<file path="src/rtl/maint_cd_pkg.sv">
package maint_cd_pkg;

    typedef enum logic [1:0] {
        POL_DUAL  = 2'b00,
        POL_RSVD  = 2'b01,
        POL_DELTA = 2'b10,
        POL_EVERY = 2'b11
    } policy_e;

    typedef struct packed {
        logic same_as_prev;
        logic same_as_held;
        logic in_sync;
        logic strobe;
    } cmp_t;

    // decide whether a strobed byte rewrites the held register
    function automatic logic take_byte(policy_e pol, cmp_t c);
        logic ok;
        case (pol)
            POL_EVERY: ok = 1'b1;
            POL_DELTA: ok = !c.same_as_prev;
            default:   ok = c.same_as_prev && !c.same_as_held;
        endcase
        return ok && c.strobe && c.in_sync;
    endfunction

    // active-low merge of the error sources
    function automatic logic febe_value(logic pass_host, logic host_n, logic nebe_n);
        return pass_host ? host_n : (host_n & nebe_n);
    endfunction

endpackage

</file>
<file path="src/rtl/maint_cd_history.sv">
module maint_cd_history #(
    parameter int DW = 8
) (
    input  logic          clk,
    input  logic          rst,
    input  logic          byte_vld,
    input  logic [DW-1:0] byte_in,
    output logic [DW-1:0] prev_byte
);
    localparam logic [DW-1:0] ONES = {DW{1'b1}};

    always_ff @(posedge clk) begin
        if (rst)
            prev_byte <= ONES;
        else if (byte_vld)
            prev_byte <= byte_in;
    end
endmodule

</file>
<file path="src/rtl/maint_cd_policy.sv">
module maint_cd_policy
    import maint_cd_pkg::*;
#(
    parameter int DW = 8
) (
    input  logic [DW-1:0] byte_in,
    input  logic          byte_vld,
    input  logic          sf_sync,
    input  logic [1:0]    mode_sel,
    input  logic [DW-1:0] prev_byte,
    input  logic [DW-1:0] held_byte,
    output logic          take
);
    cmp_t    c;
    policy_e pol;

    always_comb begin
        pol            = policy_e'(mode_sel);
        c.same_as_prev = (byte_in == prev_byte);
        c.same_as_held = (byte_in == held_byte);
        c.in_sync      = sf_sync;
        c.strobe       = byte_vld;
        take           = take_byte(pol, c);
    end
endmodule

</file>
<file path="src/rtl/maint_cd_hold.sv">
module maint_cd_hold #(
    parameter int DW = 8
) (
    input  logic          clk,
    input  logic          rst,
    input  logic          take,
    input  logic [DW-1:0] byte_in,
    output logic [DW-1:0] held_byte,
    output logic          irq_pulse
);
    localparam logic [DW-1:0] ONES = {DW{1'b1}};

    logic wrote_q;

    always_ff @(posedge clk) begin
        if (rst) begin
            held_byte <= ONES;
            wrote_q   <= 1'b0;
            irq_pulse <= 1'b0;
        end else begin
            if (take)
                held_byte <= byte_in;
            wrote_q   <= take;
            irq_pulse <= wrote_q;
        end
    end
endmodule

</file>
<file path="src/rtl/maint_cd_febe.sv">
module maint_cd_febe
    import maint_cd_pkg::*;
(
    input  logic clk,
    input  logic rst,
    input  logic febe_ctl,
    input  logic nebe_calc,
    input  logic febe_host,
    output logic febe_tx
);
    always_ff @(posedge clk) begin
        if (rst)
            febe_tx <= 1'b1;
        else
            febe_tx <= febe_value(febe_ctl, febe_host, nebe_calc);
    end
endmodule

</file>
<file path="src/rtl/maint_cd_reg.sv">
module maint_cd_reg
    import maint_cd_pkg::*;
#(
    parameter int DW = 8
) (
    input  logic          clk,
    input  logic          rst,
    input  logic [DW-1:0] byte_in,
    input  logic          byte_vld,
    input  logic          sf_sync,
    input  logic [1:0]    mode_sel,
    input  logic          febe_ctl,
    input  logic          nebe_calc,
    input  logic          febe_host,
    output logic [DW-1:0] held_byte,
    output logic          irq_pulse,
    output logic          febe_tx
);
    logic [DW-1:0] prev_byte;
    logic          take;

    maint_cd_history #(.DW(DW)) i_hist (
        .clk(clk), .rst(rst), .byte_vld(byte_vld), .byte_in(byte_in),
        .prev_byte(prev_byte)
    );

    maint_cd_policy #(.DW(DW)) i_pol (
        .byte_in(byte_in), .byte_vld(byte_vld), .sf_sync(sf_sync),
        .mode_sel(mode_sel), .prev_byte(prev_byte), .held_byte(held_byte),
        .take(take)
    );

    maint_cd_hold #(.DW(DW)) i_hold (
        .clk(clk), .rst(rst), .take(take), .byte_in(byte_in),
        .held_byte(held_byte), .irq_pulse(irq_pulse)
    );

    maint_cd_febe i_febe (
        .clk(clk), .rst(rst), .febe_ctl(febe_ctl), .nebe_calc(nebe_calc),
        .febe_host(febe_host), .febe_tx(febe_tx)
    );
endmodule

</file>
<file path="config.mk">
export PLATFORM = sky130hd
export DESIGN_NAME = maint_cd_reg
export DESIGN_NICKNAME = d
export VERILOG_FILES = /design/src/rtl/maint_cd_pkg.sv /design/src/rtl/maint_cd_history.sv /design/src/rtl/maint_cd_policy.sv /design/src/rtl/maint_cd_hold.sv /design/src/rtl/maint_cd_febe.sv /design/src/rtl/maint_cd_reg.sv
export SDC_FILE = /design/constraint.sdc
export NUM_CORES = 1
export LEC_CHECK = 0
export ABC_AREA = 1
export ABC_CLOCK_PERIOD_IN_PS = 1600
export BUFFER_PORTS_ARGS = -buffer_cell sky130_fd_sc_hd__buf_2
export CAP_MARGIN = 20
export CORE_AREA = 3 3 49 51
export CTS_CLUSTER_DIAMETER = 80
export DETAILED_ROUTE_END_ITERATION = 16
export DIE_AREA = 0 0 52 54
export GPL_TIMING_DRIVEN = 1
export PLACE_DENSITY = 0.85
export SYNTH_ARGS = -nofsm -noshare
export SYNTH_HDL_FRONTEND = slang
export SYNTH_SLANG_ARGS = --single-unit
</file>
<file path="constraint.sdc">
create_clock -name clk -period 1.6 [get_ports clk]
set_input_delay 0.24 -clock clk [delete_from_list [all_inputs] [get_ports clk]]
set_output_delay 0.24 -clock clk [all_outputs]
set_load 0.005 [all_outputs]
</file>
Yosys cells after proc, flatten, opt, wreduce, memory -nomap -nowiden
Cells that the tools add are included.
{"block": "totals", "out_inout_bits": 10, "ff_bits": 19, "input_bits": 17, "elab_cells": 17}
{"block": "classes", "n_reduce_logical": 5, "n_bitwise": 1, "eq_ne": 4, "mux": 2}
{"cell": "8-bit equality test", "n": 2}
{"cell": "2-bit equality test (second input constant)", "n": 2}
{"cell": "1-bit logical AND", "n": 3}
{"cell": "1-bit zero test", "n": 2}
{"cell": "1-bit one-hot mux with 2 select lines", "n": 1}
{"cell": "1-bit bitwise AND", "n": 1}
{"cell": "1-bit two-way mux", "n": 1}

Logic depth before layout (Yosys ltp)
{"block": "depth", "ltp_word": 6, "depth_mapped": 12, "depth_no_buf": 12}

Hierarchy
A second synthesis with hierarchy kept.
{"block": "unflattened", "cells_unflattened": 175, "hier_area_um2": 1046.0}
{"module": "maint_cd_policy", "area_per_inst_um2": 404.1, "cells_per_inst": 96, "instances": 1, "seq_area_each_um2": 0.0}
{"module": "maint_cd_hold", "area_per_inst_um2": 330.3, "cells_per_inst": 40, "instances": 1, "seq_area_each_um2": 200.2}
{"module": "maint_cd_history", "area_per_inst_um2": 279.0, "cells_per_inst": 35, "instances": 1, "seq_area_each_um2": 160.2}
{"module": "maint_cd_febe", "area_per_inst_um2": 32.5, "cells_per_inst": 4, "instances": 1, "seq_area_each_um2": 20.0}

Least setup slack after synthesis
Ideal clock, no wire load.
{"block": "synth_timing", "path_kind": "input port to flip-flop", "start": "in byte_in[7]", "end": "reg i_hold.held_byte[1]", "setup_slack_ps": 398, "setup_time_ps": 124, "required_time_ps": 1476, "cell_stages": 12, "n_path_buf": 1, "arrival_time_ps": 1078, "path_cell_list": "buf_2 -> inv_2 -> nand2_1 -> nand2_1 -> nor2_1 -> nand2_1 -> nor2_1 -> nand2_1 -> nand2_4 -> nand2_4 -> nand2_1 -> nand3_1"}
{"block": "synth_between", "elab_chain_len": 6, "elab_cells_between_ends": 8, "classes_between": "eq/ne: 2; mux: 1; reduce/logical: 5"}
{"item": "start, declared", "line_no": "maint_cd_reg.sv:8", "text": "input logic [DW-1:0] byte_in,"}
{"item": "8-bit equality test", "line_no": "maint_cd_policy.sv:20", "text": "c.same_as_held = (byte_in == held_byte);"}
{"item": "1-bit zero test", "line_no": "maint_cd_pkg.sv:23", "text": "default: ok = c.same_as_prev && !c.same_as_held;"}
{"item": "1-bit logical AND", "line_no": "maint_cd_pkg.sv:23"}
{"item": "1-bit one-hot mux with 2 select lines (*)", "line_no": "maint_cd_pkg.sv:20", "text": "case (pol)"}
{"item": "1-bit logical AND (*) (2 in series)", "line_no": "maint_cd_pkg.sv:25", "text": "return ok && c.strobe && c.in_sync;"}
{"item": "end signal, assigned", "line_no": "maint_cd_hold.sv:22", "text": "held_byte <= byte_in;"}
{"item": "end, declared", "line_no": "maint_cd_hold.sv:8", "text": "output logic [DW-1:0] held_byte,"}
Every way passes the cells marked *; elsewhere a longest branch is shown, timed or not.
A chain may end at the register's enable or synchronous reset.

Worst setup path after layout
{"block": "layout_timing", "start": "reg i_hist.prev_byte[1]", "end": "reg i_hold.held_byte[1]"}
{"block": "layout_between", "elab_chain_len": 5, "elab_cells_between_ends": 6, "classes_between": "eq/ne: 1; mux: 1; reduce/logical: 4"}
{"item": "start, declared", "line_no": "maint_cd_history.sv:8", "text": "output logic [DW-1:0] prev_byte"}
{"item": "start signal, assigned", "line_no": "maint_cd_history.sv:16", "text": "prev_byte <= byte_in;"}
{"item": "8-bit equality test (*)", "line_no": "maint_cd_policy.sv:19", "text": "c.same_as_prev = (byte_in == prev_byte);"}
{"item": "1-bit logical AND / 1-bit zero test (equally long branches)", "line_no": "maint_cd_pkg.sv:23, maint_cd_pkg.sv:22"}
{"item": "1-bit one-hot mux with 2 select lines (*)", "line_no": "maint_cd_pkg.sv:20"}
{"item": "1-bit logical AND (*) (2 in series)", "line_no": "maint_cd_pkg.sv:25"}
Marked as above.

==> metrics.md <==
| Metric | Value |
|---|---|
| Clock Skews | between 1.5 and 2 ps |
| Drt first-iter violations | 17 |
| Clock input transition at the sequential cells of the worst setup and hold paths | around 110 ps |
| Final hold viol count | 0 |
| Die X | 52 um |
| CP max stage delay | around 370 ps |
| CORE AREA | 1982 um2 |
| Power per cell area | about 800 nW/um2 |
| GR Util All Layers | 18.54% |
| Sink count of the clock tree | 19 |
| Setup violators final | 0 |
| Initial core utilization | between 50% and 60% |
| Internal portion of total power | 676.5 uW |
| Cell repeated most along the worst path | nand2_1 |
| Worst r2r dst | i_hold.held_byte[1]$_SDFFE_PP1P_ |
| Leakage dissipation | about 0.00068 uW |
| Worst setup slack after layout | 209.5 ps |
| Final-layout fill cell count | about 180 |
| Final wirelength | roughly 2.4 mm |
| Post-placement worst setup slack | 213.4 ps |
| Via count of the first global-routing pass | a little under 1,000 |
| Total via count in the routed design | 1,063 |
| Fin Setup TNS | 0 ps |
| Final HPWL from detailed placement | roughly 1.9 mm |
| Highest fanout seen on the critical path | 9 |
| NumNets Final | ~210 |
| Share of total power in the clock network | 25.6% |
| Peak Freq | ~720 MHz |
| Number of port buffers | 26 |
| Routed len/inst | about 11 um |
| Type of the worst min-delay path | input port to flip-flop |
| Internal reg-to-reg setup slack | approximately 210 ps |
| CTS root buffer | clkbuf_4 |
| Unrepaired setup endpoints after global routing | false |
| Fraction of power consumed by combinational cells | between 20% and 30% |
| Area Growth Syn to Fin | 16.95% |
| Number of buffers inserted during clock tree synthesis | 3 |
| Startpoint type of the worst setup path | flip-flop |
| First-pass GRT wire length | 3.912 mm |
| Unique cell type count in the Yosys netlist | 14 |
| I/O pin cnt | 27 |
| Mapped Area | approximately 1000 um2 |
| Critical path data arrival time | between 1500 and 2000 ps |
| Hold bufs inserted after CTS | 0 |
| Total overflow reported by the global router | 0 |
| Placer congestion estimate | slightly above 0.8 |
| Final core utilization | 60.54% |
| Number of inserted diodes | 0 |
| Max Buffers Root-to-Sink | 2 |
| Hold path startpoint | nebe_calc |
| DIE AREA | approximately 2800 um2 |
| Post-CTS repair timing setup buffer count | 0 |
| Source-to-sink clock delay at the later pin of the worst-skew pair | about 300 ps |
| Path depth of the worst reg2reg path | 11 |
| Result of the run | completed |
| YS warnings | 0 |
| Post-cts sizing count | 0 |
| Max H-tree Level | 1 |
| Number of optimization iterations in the first detailed-route pass | 4 |
| Worst Path Required | ~1800 ps |
| Syn Inst Count | ~160 |
| Peak VDD IR | about 570 uV |
| Worst setup path category | flip-flop to flip-flop |
| Share of the yosys chip area belonging to registers | between 30% and 40% |
| Pin count of the biggest net entering global routing | 18 |
| Slew of the pin with the lowest slew margin | 260.4 ps |
| TritonCTS clock tree | yes |
| Max-slew headroom | between 80% and 90% |
| Number of antenna violations at the first check in global routing | 0 |
| Slowest CP cell | dfxtp_1 |
| Final worst-path cycle share | 86.91% |
| Number of placement rows | 16 |
| Vias/cell | ~4.9 |
| Remaining antenna violation count | 0 |
| Drt drc | 0 |
| Per-instance average area after synthesis | roughly 6.3 um2 |
| Max-cap violations | 0 |
| Sequential share of power | a little over half |
| Net switching component of the power | between 200 and 300 uW |
| Endpoint with the worst hold slack | i_febe.febe_tx$_SDFF_PP1_ |
| Launch point of the worst reg-to-reg path | i_hist.prev_byte[1]$_SDFFE_PP1P_ |
| Die height | ~54 um |
| Final Max Slew Viols | 0 |
| Endpoint type of the worst setup path | flip-flop |
| Post-synthesis sequential element count | 19 |
| Clock period minus worst slack | approximately 1400 ps |
| Mapped Nets | about 180 |
| Cell depth of the worst hold path | 3 |
| Ordered list of cells on the worst path | inv_1 > nand2_1 > nand2_1 > nor2_1 > nand2_1 > nor2_1 > nand2_1 > nand2_4 > nand2_4 > nand2_1 > nand3_1 |
| Switching fraction of total power | between 20 and 30% |
| Fraction of layout instances using a drive strength above 1 | 19.47% |
[power by group through the flow]
stage	Sequential (uW)	Clock (uW)	Combinational (uW)
floorplan	529	0	127
global placement	529	0	186
detailed placement	531	0	195
CTS	520	254	196
global route	524	276	223
finish	520	246	195
[sequential cells by signal, summed over array words and instances (netlist names)]
signal / flops
i_febe.febe_tx: 1
i_hist.prev_byte: 8
i_hold.held_byte: 8
i_hold.irq_pulse: 1
i_hold.wrote_q: 1
[cells in the mapped netlist]
library cell  number  area share [%]
nor2_1            12             4.4
buf_2              1            0.49
dfxtp_1           19              37
clkinv_1           1            0.37
xnor2_1            8             6.8
nand2_4            2             2.2
o21ai_0            9             4.4
inv_2              5             1.8
a21oi_1            8             3.9
nand3_1           17             8.3
clkbuf_1           3             1.1
nand2_1           59              22
inv_4              1            0.61
inv_1             19             7.0
[through the flow]
step / hold slack, ps / instance area, um2 / instances / total power, uW
finish: 161.8 / 1200 / 217 / 961.9
global route: 192.5 / 1200 / 217 / 1023
CTS: 151.5 / 1200 / 217 / 969.8
detailed placement: 403.5 / 1174 / 213 / 725.7
global placement: 391.5 / 1174 / 213 / 715.3
floorplan: 362.5 / 1026 / 164 / 655.8
[final cells by class]
class	count	area, um2	area share, %
well taps	27	33.78	2.815
inverters	26	100.1	8.342
clock buffers	4	26.28	2.190
repair buffers	26	130.1	10.84
multi-input cells	115	529.3	44.11
flip-flops and latches	19	380.4	31.70
[metal layers]
metal / track usage, % / vias to the layer above / wire (um)
li1: - / 552 / -
met1: 21.20 / 481 / 1054
met2: 34.10 / 25 / 1172
met3: 4.432 / 5 / 132
met4: 5.240 / 0 / 20
met5: 0 / - / 0
[worst max path at each step]
stage | startpoint | end | slack (ps) | depth (start not counted)
after floorplan | byte_in[7] | i_hold.held_byte[1]$_SDFFE_PP1P_ | 400 | 12
after global placement | byte_in[6] | i_hold.held_byte[1]$_SDFFE_PP1P_ | 250 | 12
after detailed placement | byte_in[0] | i_hold.held_byte[5]$_SDFFE_PP1P_ | 210 | 12
after CTS | i_hist.prev_byte[1]$_SDFFE_PP1P_ | i_hold.held_byte[1]$_SDFFE_PP1P_ | 200 | 11
after global routing | i_hist.prev_byte[1]$_SDFFE_PP1P_ | i_hold.held_byte[7]$_SDFFE_PP1P_ | 20 | 11
final | i_hist.prev_byte[1]$_SDFFE_PP1P_ | i_hold.held_byte[1]$_SDFFE_PP1P_ | 210 | 11
[kinds of logic after synthesis]
logic type                count (synthesis)  share of synthesized area, %
DFF                                      19                         37.07
buffers and inverters                    30                         11.34
and+or+nand+nor                          90                         36.46
AOI/OAI and AO/OA                        17                         8.293
xor gates and xnor gates                  8                         6.830
[layout by cell type (no fill, tap or decap), types with 2 or more instances in the layout]
cell,count
inv_1,19
buf_2,26
nand3_1,17
inv_2,5
nor2_1,12
nand2_4,2
nand2_1,59
clkbuf_4,3
o21ai_0,9
dfxtp_1,19
xnor2_1,8
a21oi_1,8
[worst max-delay path: cells and delay by family, from the launching register on]
kind,cells,cell delay (ps)
simple gates,10,830
flops,1,370
buf+inv,1,80
(Power assumes the default switching activity.)
